<file path="src/rtl/sbcal_pkg.sv">
package sbcal_pkg;

    typedef enum logic [1:0] {
        ST_RUN = 2'd0,
        ST_DET = 2'd1,
        ST_UPD = 2'd2
    } sbcal_state_e;

endpackage

</file>
<file path="src/rtl/sbcal_trig.sv">
module sbcal_trig (
    input  logic cal_cyc_i,
    input  logic irdy_i,
    input  logic trdy_i,
    output logic start_o
);
    // Calibration cycle is complete once both sides signal ready
    always_comb begin
        start_o = cal_cyc_i && irdy_i && trdy_i;
    end
endmodule

</file>
<file path="src/rtl/sbcal_fsm.sv">
module sbcal_fsm
    import sbcal_pkg::*;
#(
    parameter int DET_CYC = 6,
    parameter int UPD_MIN = 2,
    parameter int EXT_W   = 4,
    parameter int SB_W    = 8
) (
    input  logic             clk,
    input  logic             rst_n,
    input  logic             start_i,
    input  logic [EXT_W-1:0] ext_i,
    input  logic [SB_W-1:0]  sb_data_i,
    output sbcal_state_e     state_o,
    output logic             ph_o,
    output logic [SB_W-1:0]  sb_o,
    output logic             done_o
);
    localparam int EXT_MAX = (1 << EXT_W) - 1;
    localparam int UPD_MAX = UPD_MIN + EXT_MAX;
    localparam int CNT_MAX = (DET_CYC > UPD_MAX) ? DET_CYC : UPD_MAX;
    localparam int CNT_W   = $clog2(CNT_MAX + 1);
    localparam int LOW_W   = CNT_W + 1;
    localparam int LOW_MIN = DET_CYC + UPD_MIN;

    typedef struct packed {
        sbcal_state_e     st;
        logic [CNT_W-1:0] cnt;
        logic [EXT_W-1:0] ext;
        logic             ph;
        logic [SB_W-1:0]  sb;
        logic             fresh;
        logic             done;
    } regs_t;

    regs_t q, d;

    always_comb begin
        d       = q;
        d.fresh = 1'b0;
        d.done  = q.fresh;
        case (q.st)
            ST_RUN: begin
                if (start_i) begin
                    d.st  = ST_DET;
                    d.cnt = CNT_W'(DET_CYC - 1);
                    d.ext = ext_i;
                end
            end
            ST_DET: begin
                if (q.cnt == '0) begin
                    d.st  = ST_UPD;
                    d.cnt = CNT_W'(UPD_MIN - 1) + CNT_W'(q.ext);
                end else begin
                    d.cnt = q.cnt - 1'b1;
                end
            end
            ST_UPD: begin
                if (q.cnt == '0) begin
                    d.st    = ST_RUN;
                    d.fresh = 1'b1;
                end else begin
                    d.cnt = q.cnt - 1'b1;
                end
            end
            default: d.st = ST_RUN;
        endcase
        // strobe phase restarts from low so the first running cycle drives high
        d.ph = (d.st == ST_RUN) ? ~q.ph : 1'b0;
        d.sb = (d.st == ST_RUN) ? sb_data_i : '0;
    end

    always_ff @(posedge clk or negedge rst_n) begin
        if (!rst_n) begin
            q.st    <= ST_RUN;
            q.cnt   <= '0;
            q.ext   <= '0;
            q.ph    <= 1'b0;
            q.sb    <= '0;
            q.fresh <= 1'b0;
            q.done  <= 1'b0;
        end else begin
            q <= d;
        end
    end

    assign state_o = q.st;
    assign ph_o    = q.ph;
    assign sb_o    = q.sb;
    assign done_o  = q.done;

    // stopped-cycle counter used only by the window-length check
    logic [LOW_W-1:0] low_q;
    always_ff @(posedge clk or negedge rst_n) begin
        if (!rst_n)                low_q <= '0;
        else if (q.st != ST_RUN)   low_q <= low_q + 1'b1;
        else                       low_q <= '0;
    end

    assert_start_stops_R1: assert property (@(posedge clk) disable iff (!rst_n)
        (q.st == ST_RUN && start_i) |=> (q.st == ST_DET));

    assert_min_low_R3: assert property (@(posedge clk) disable iff (!rst_n)
        (q.st == ST_UPD && q.cnt == '0) |-> (int'(low_q) + 1 >= LOW_MIN));

    assert_ext_held_R7: assert property (@(posedge clk) disable iff (!rst_n)
        (q.st != ST_RUN) |=> (q.st == ST_RUN || $stable(q.ext)));

    assert_done_single_R10: assert property (@(posedge clk) disable iff (!rst_n)
        q.done |=> !q.done);

    assert_retrig_ignored_R11: assert property (@(posedge clk) disable iff (!rst_n)
        (q.st == ST_DET && q.cnt != '0) |=> (q.st == ST_DET && q.cnt == $past(q.cnt) - 1'b1));

endmodule

</file>
<file path="src/rtl/sbcal_drive.sv">
module sbcal_drive
    import sbcal_pkg::*;
#(
    parameter int SB_W = 8
) (
    input  sbcal_state_e    state_i,
    input  logic            ph_i,
    input  logic [SB_W-1:0] sb_i,
    input  logic            comp_req_i,
    output logic [SB_W-1:0] sb_o,
    output logic            stb_o,
    output logic            stb_n_o,
    output logic            busy_o,
    output logic            upd_en_o,
    output logic            comp_gnt_o
);
    logic running;

    always_comb begin
        running    = (state_i == ST_RUN);
        sb_o       = sb_i;
        stb_o      = running ? ph_i : 1'b0;
        stb_n_o    = running ? ~ph_i : 1'b0;
        busy_o     = !running;
        upd_en_o   = (state_i == ST_UPD);
        comp_gnt_o = upd_en_o && comp_req_i;
    end
endmodule

</file>
<file path="src/rtl/sbcal_seq.sv">
module sbcal_seq
    import sbcal_pkg::*;
#(
    parameter int DET_CYC = 6,
    parameter int UPD_MIN = 2,
    parameter int EXT_W   = 4,
    parameter int SB_W    = 8
) (
    input  logic             clk,
    input  logic             rst_n,
    input  logic             cal_cyc_i,
    input  logic             irdy_i,
    input  logic             trdy_i,
    input  logic [EXT_W-1:0] ext_cnt_i,
    input  logic [SB_W-1:0]  sb_data_i,
    input  logic             comp_req_i,
    output logic [SB_W-1:0]  sb_o,
    output logic             sb_stb_o,
    output logic             sb_stb_n_o,
    output logic             busy_o,
    output logic             upd_en_o,
    output logic             comp_gnt_o,
    output logic             done_o
);
    logic            start;
    sbcal_state_e    state;
    logic            ph;
    logic [SB_W-1:0] sb_reg;

    sbcal_trig u_trig (
        .cal_cyc_i (cal_cyc_i),
        .irdy_i    (irdy_i),
        .trdy_i    (trdy_i),
        .start_o   (start)
    );

    sbcal_fsm #(
        .DET_CYC (DET_CYC),
        .UPD_MIN (UPD_MIN),
        .EXT_W   (EXT_W),
        .SB_W    (SB_W)
    ) u_fsm (
        .clk       (clk),
        .rst_n     (rst_n),
        .start_i   (start),
        .ext_i     (ext_cnt_i),
        .sb_data_i (sb_data_i),
        .state_o   (state),
        .ph_o      (ph),
        .sb_o      (sb_reg),
        .done_o    (done_o)
    );

    sbcal_drive #(
        .SB_W (SB_W)
    ) u_drive (
        .state_i    (state),
        .ph_i       (ph),
        .sb_i       (sb_reg),
        .comp_req_i (comp_req_i),
        .sb_o       (sb_o),
        .stb_o      (sb_stb_o),
        .stb_n_o    (sb_stb_n_o),
        .busy_o     (busy_o),
        .upd_en_o   (upd_en_o),
        .comp_gnt_o (comp_gnt_o)
    );

    assert_stopped_quiet_R2: assert property (@(posedge clk) disable iff (!rst_n)
        busy_o |-> (sb_o == '0 && !sb_stb_o && !sb_stb_n_o));

    assert_strobe_pair_R8: assert property (@(posedge clk) disable iff (!rst_n)
        !busy_o |-> (sb_stb_o != sb_stb_n_o));

    assert_done_after_restart_R10: assert property (@(posedge clk) disable iff (!rst_n)
        $fell(busy_o) |=> done_o);

endmodule

</file>
<file path="config.mk">
export PLATFORM = sky130hd
export DESIGN_NAME = sbcal_seq
export DESIGN_NICKNAME = d
export VERILOG_FILES = /design/src/rtl/sbcal_pkg.sv /design/src/rtl/sbcal_trig.sv /design/src/rtl/sbcal_fsm.sv /design/src/rtl/sbcal_drive.sv /design/src/rtl/sbcal_seq.sv
export SDC_FILE = /design/constraint.sdc
export NUM_CORES = 1
export LEC_CHECK = 0
export ABC_AREA = 1
export BUFFER_PORTS_ARGS = -buffer_cell sky130_fd_sc_hd__buf_2
export CAP_MARGIN = 40
export CELL_PAD_IN_SITES_DETAIL_PLACEMENT = 1
export CELL_PAD_IN_SITES_GLOBAL_PLACEMENT = 1
export CORE_MARGIN = 2
export CORE_UTILIZATION = 39
export DETAILED_ROUTE_END_ITERATION = 10
export PLACE_DENSITY = 0.84
export SYNTH_ARGS = -nofsm -noshare
export SYNTH_HDL_FRONTEND = slang
export SYNTH_HIERARCHICAL = 1
export SYNTH_SLANG_ARGS = --single-unit
</file>
<file path="constraint.sdc">
create_clock -name clk -period 1.66 [get_ports clk]
set_clock_uncertainty 0.05 [all_clocks]
set_input_delay 0.083 -clock clk [delete_from_list [all_inputs] [get_ports clk]]
set_output_delay 0.083 -clock clk [all_outputs]
set_load 0.05 [all_outputs]
</file>
==> results of run 1 <==
==> cells by family (layout without fill, tap and decap cells) <==
logic type,Yosys count,after routing,synth area share (%)
adder cells (fa/ha/maj),6,6,5.34
multiplexers,4,4,3.20
XOR/XNOR,3,3,1.87
buffers and inverters,49,86,18.1
AO/OA/AOI/OAI,9,9,4.54
flip-flops,22,22,39.1
AND/OR/NAND/NOR,70,71,27.8
==> layer usage <==
metal / vias up / GRT usage, % / part of all wire, %
li1: 554 / - / -
met2: 26 / 33.6 / 54
met4: 0 / 8.42 / 2.0
met1: 563 / 19.5 / 41
met3: 7 / 2.82 / 2.9
met5: - / 0 / 0
==> area by class of cell <==
class | instances | area (um^2) | share of cell area [%]
Sequential cell | 22 | 551 | 31.6
Clock inverter | 1 | 30.0 | 1.73
Timing Repair Buffer | 51 | 338 | 19.4
Tap cell | 46 | 57.6 | 3.31
Clock buffer | 3 | 22.5 | 1.29
Inverter | 31 | 119 | 6.83
Multi-Input combinational cell | 93 | 623 | 35.8
==> layout by cell type, fill, tap and decap left out, types with 5 or more instances in the layout <==
cell	netlist	routed
nor2_2	10	10
nand2_1	29	29
inv_1	28	28
nand2_2	4	5
buf_2	0	31
dfrtp_1	22	22
nand3_1	7	7
nor2_1	8	8
dlygate4sd3_1	0	13
buf_4	18	7
==> power groups by stage <==
| stage | combinational (uW) | clock [uW] | sequential [uW] |
|---|---|---|---|
| after global placement | 2030 | 0 | 906 |
| after global routing | 2510 | 464 | 934 |
| final | 2320 | 429 | 906 |
| after floorplan | 1880 | 0 | 904 |
| after detailed placement | 2120 | 0 | 925 |
| after CTS | 2160 | 437 | 913 |
==> flip-flops by register name, indices dropped and copies added, names as in the netlist <==
name           flops
u_fsm/state_o      2
u_fsm/done_o       1
u_fsm/sb_o         8
u_fsm/q            9
u_fsm/ph_o         1
u_fsm/d            1
==> cell usage after synthesis <==
cell type	instances	area share, %
nand4_1	2	0.89
inv_2	2	0.53
a21oi_2	1	0.62
xnor2_1	2	1.2
mux2_2	4	3.2
ha_1	6	5.3
nand3_1	7	2.5
nand2_1	29	7.7
nand2_2	4	1.8
nor2_2	10	4.4
nand2_4	2	1.6
a21oi_1	3	1.1
nor2_4	1	0.80
or2_1	1	0.45
nand3_4	1	1.2
nand3_2	4	2.8
nand2_8	1	1.4
o21ai_1	1	0.36
buf_4	18	9.6
nor2_1	8	2.1
dfrtp_1	22	39
xor2_1	1	0.62
inv_1	28	7.5
o21ai_0	2	0.71
a21oi_4	1	1.2
o21ai_2	1	0.62
inv_4	1	0.45
==> per-stage QoR <==
stage | power (uW) | utilization [%] | hold slack, ps | TNS [ps] | instances
after floorplan | 2780 | - | -263 | 0 | 163
after global placement | 2930 | 44.7 | 17.6 | 0 | 226
after CTS | 3510 | 50.1 | 197 | 0 | 243
final | 3650 | 51.3 | 185 | 0 | 247
after detailed placement | 3040 | 44.7 | 34.0 | 0 | 226
after global routing | 3910 | 51.3 | 222 | -234 | 247
==> worst max-delay path: stages, from the launching register on <==
cell and delay (ps):
dfrtp_1 430, buf_4 150, ha_1 200, or2_4 250
nand2_1 80, nand2_1 90, nand3_4 100, nand2_4 90
nor2_2 110
==> final timing paths <==
kind	slack (ps)	endpoint	start
worst max register to register	50	u_fsm/sb_o[3]	u_fsm/state_o[1]
max in group asynchronous	1030	u_fsm/q[14]	rst_n
worst min-delay path	180	u_fsm/q[19]	rst_n
worst min register to register	320	u_fsm/done_o	u_fsm/d[0]
min in group clk	290	u_fsm/q[14]	trdy_i
worst max-delay path	50	u_fsm/sb_o[3]	u_fsm/state_o[1]
==> what timing repair did <==
action / in CTS / in global routing
setup endpoints to repair: 0 / 14
hold buffers: 13 / 0
gates resized for setup: 0 / 4
endpoints found under the hold margin: 34 / 0
buffers inserted: 0 / 3
==> results.toml, run 1 <==
[place]
placedInstanceArea_um2 = 1510
detailed_place_hpwl_um = 2400
number_of_buffers_inserted_by_port_buffering = 31
routabilityCongestion = 0.768
place_ws_ps = 11.4

[global_route]
global_route_wire_length_before_repair_um = 5570
grt-ovfl-total = 0
initial_antenna_violation_count = 0
gr-usage-all-layers_pct = 17.9
first_global_vias = 1246
maximum_number_of_pins_on_one_net_before_global_route_repair = 23

[cts]
cts_root_buffer = "clkbuf_4"
tritoncts = "yes"
cts_sinks = 22
cts.clk_slew.worst_paths_ps = 140
clock_path_buffers = 2
cts-buffers-inserted = 3
clock_tree.htree_level_count = 1
clkLatencyLatePin_ps = 330

[drt]
routed_wire_length_per_instance_um = 14.2
via_count = 1150
detail_route.drc_violations = 0
detail-route-antenna-nets = 0
detail_route.iter0.violations = 24
drt_first_pass_iters = 4
finalWirelength_um = 3510
drt-vias-per-instance = 4.66

[min_path]
hold_path.class = "input port to asynchronous set/reset pin"

[cells_and_area]
insertedDiodeCount = 0
fillers = 406
non_filler_cell_area_final_um2 = 1740
area.growth.synth_to_final_pct = 23.8
final_nets = 226
share_of_layout_cells_above_drive_strength_1_pct = 39.3

[power]
pwr-share-seq_pct = 24.8
internal_pwr_total_uw = 1750
leakage_power_of_the_design_uw = 0.000945
sw_frac_of_total_pct = 52.2
powerDensity_nw_per_um2 = 2100
vdd.ir_drop.worst_v = 0.000805
power.switching_uw = 1910
p_comb_share_pct = 63.5
power_frac_clock_pct = 11.7

[sta]
drv_slew = 0
fmaxAchievable_mhz = 621
transition_time_at_the_pin_with_the_least_slew_margin_ps = 504
period_needed_ps = 1610
maxSlewHeadroom_pct = 66.4
report.final.hold_viol_count = 0
share_of_the_clock_period_used_by_the_worst_path_after_layout_pct = 97.1
setup_viol = 0
final_critical_path_setup_slack_ps = 48.4

[yosys]
synth.distinct_cells = 27
synth_warnings = 6
post_synth.cell_area_avg_um2 = 8.63
ys_seq_area_share_pct = 39.1
synthesized_netlist_net_count = 187
yosys_register_bits = 22
post_synth_instance_area_um2 = 1410
syn_inst_count = 163

[critical_path]
setup.worst_path.start_class = "flip-flop"
critPathArrivalTime_ps = 1830
ff2ff_path_depth = 8
timing.critical_path.to_type = "flip-flop"
worst_setup_path_type = "flip-flop to flip-flop"
required_ps = 1880
critical_path_peak_fanout = 5

[die]
die_y_um = 64.1
core_area_um2 = 3390
die_area_um2 = 4100
io_pins = 32
floorplan.initialDensity_pct = 41.5
floorplan.rows = 21
die_width_um = 64.1

[outcome]
run_status = "finished clean"

[run]
drv_cap = 0
Power figures use the tool's default switching activity.
==> run 2, diff against run 1 <==
==> constraint.sdc (replaced) <==
create_clock -name clk -period 1.5 [get_ports clk]
set_clock_uncertainty 0.05 [all_clocks]
set_input_delay 0.075 -clock clk [delete_from_list [all_inputs] [get_ports clk]]
set_output_delay 0.075 -clock clk [all_outputs]
set_load 0.05 [all_outputs]
==> run 2 against run 1 <==
The flow now finishes with violations (negative setup slack). Cell count increased by 2.4%. Setup slack got worse by 110 ps. Via count increased by 1.4%. Die area unchanged. Count of clock-buffer cells in the layout increased by 1. Non-clock buffer count increased by 6. Fmax increased by 2.9%. Combinational power increased by 34%. First-iteration DRC count decreased by 21%. Sequential power increased by 15%. Largest power group unchanged.
==> results.toml, run 2 (synthesis results as in run 1) <==
[critical_path]
worst_setup_path_type = "flip-flop to flip-flop"
required_ps = 1690
worst_setup_path_startpoint = "u_fsm/state_o[0]"
setup.reg_to_reg.worst_slack_ps = -70
ff2ff_path_depth = 8
critPathArrivalTime_ps = 1750
timing.critical_path.to_type = "flip-flop"
setup.worst_path.end = "u_fsm/ph_o"
cpMostUsedCell = "nand3_2"
setup.worst_path.start_class = "flip-flop"
critical_path.max_stage_delay_ps = 470
crit_path_top_delay_cell = "dfrtp_2"
critical_path.cell_chain = "inv_4 > ha_2 > buf_4 > nand3_2 > nand3_2 > nand2_4 > nand2_8 > nor2_2"
path_delay_family = "simple AND/OR/NAND/NOR gates"
reg2reg_to = "u_fsm/ph_o"
critical_path.n_buffers_inverters = 2
worst-path-stages = 8
reg_to_reg_start = "u_fsm/state_o[0]"
critical_path_peak_fanout = 5

[global_route]
first_global_vias = 1287
grt-ovfl-total = 0
maximum_number_of_pins_on_one_net_before_global_route_repair = 23
global_route_wire_length_before_repair_um = 5870
initial_antenna_violation_count = 0
gr-usage-all-layers_pct = 18.7

[cts]
cts-buffers-inserted = 3
cts_root_buffer = "clkbuf_4"
cts_sinks = 22
cts.clk_slew.worst_paths_ps = 130
clock_tree.htree_level_count = 1
tritoncts = "yes"
clock_path_buffers = 2
clkLatencyLatePin_ps = 330

[cells_and_area]
area.growth.synth_to_final_pct = 36.0
final_nets = 232
share_of_layout_cells_above_drive_strength_1_pct = 47.8
fillers = 391
most-common-layout-cells = "nand2_1, buf_2, inv_1"
max_flop_register = "u_fsm/q"
largest_register_ffs = 9
final_common_cell = "nand2_1"
insertedDiodeCount = 0

[outcome]
run_status = "finished, violations left"
failing_checks = "negative setup slack"

[sta]
drv_slew = 0
maxSlewHeadroom_pct = 67.1
setup_total_negative_slack_ps = -559
period_needed_ps = 1570
report.final.hold_viol_count = 0
transition_time_at_the_pin_with_the_least_slew_margin_ps = 494
share_of_the_clock_period_used_by_the_worst_path_after_layout_pct = 104
final_critical_path_setup_slack_ps = -65.9
setup_viol = 12
grt_setup_unrepaired = "yes"
fmaxAchievable_mhz = 639

[drt]
drt_first_pass_iters = 4
detail_route.drc_violations = 0
routed_wire_length_per_instance_um = 16.5
via_count = 1166
detail_route.iter0.violations = 19
finalWirelength_um = 4170
drt-vias-per-instance = 4.61
detail-route-antenna-nets = 0

[die]
floorplan.rows = 21
die_width_um = 64.1
die_y_um = 64.1
core_area_um2 = 3390
io_pins = 32
die_area_um2 = 4100
floorplan.initialDensity_pct = 41.5

[power]
leakage_power_of_the_design_uw = 0.000981
vdd.ir_drop.worst_v = 0.00114
power.total_uw = 4510
powerDensity_nw_per_um2 = 2360

[place]
routabilityCongestion = 0.782
detailed_place_hpwl_um = 2440
number_of_buffers_inserted_by_port_buffering = 31

[min_path]
hold_path.class = "input port to asynchronous set/reset pin"

[run]
drv_cap = 0
==> run 2: power by group <==
| group | internal [uW] | switching (uW) | total, uW |
|---|---|---|---|
| Combinational | 1130 | 1980 | 3110 |
| Sequential | 832 | 204 | 1040 |
| Clock | 149 | 205 | 354 |
==> run 2: worst min path at each step <==
stage          cells after the start               end  slack [ps]   from
2_1_floorplan                      0        u_fsm/d[0]        -270  rst_n
3_3_place_gp                       1       u_fsm/q[15]          10  rst_n
3_5_place_dp                       1       u_fsm/q[12]          20  rst_n
4_1_cts                            2  u_fsm/state_o[0]         200  rst_n
5_1_grt                            2       u_fsm/q[14]         200  rst_n
6_report                           2       u_fsm/q[11]         170  rst_n
==> run 2: routing by layer <==
| layer | GRT usage [%] | wire length, um |
|---|---|---|
| met3 | 2.64 | 79 |
| met5 | 0 | 0 |
| met2 | 34.4 | 2360 |
| met4 | 6.52 | 37 |
| met1 | 21.9 | 1690 |
==> run 2: area by class of cell <==
type                            instances  area, um^2  share of cell area (%)
Clock buffer                            4        36.3                    1.90
Timing Repair Buffer                   57         410                    21.5
Inverter                               31         121                    6.34
Tap cell                               46        57.6                    3.01
Multi-Input combinational cell         93         736                    38.5
Sequential cell                        22         552                    28.8
==> run 2: per-stage QoR <==
stage | hold slack [ps] | worst slack (ps) | util (%) | cell area [um^2] | std cells
6_report | 171 | -65.9 | 56.4 | 1910 | 253
2_1_floorplan | -271 | -143 | - | 1410 | 163
3_3_place_gp | 9.94 | 46.3 | 45.8 | 1550 | 231
5_1_grt | 204 | -135 | 56.4 | 1910 | 253
4_1_cts | 198 | -17.4 | 51.9 | 1760 | 250
3_5_place_dp | 24.2 | -69.6 | 45.8 | 1550 | 231
==> run 2: timing repair <==
item,4_1_cts,5_1_grt
pin swaps,1,8
setup buffers,1,3
endpoints found under the hold margin,34,0
gates cloned,1,0
hold buffers,13,0
resized for setup,9,33
setup endpoints to repair,15,20
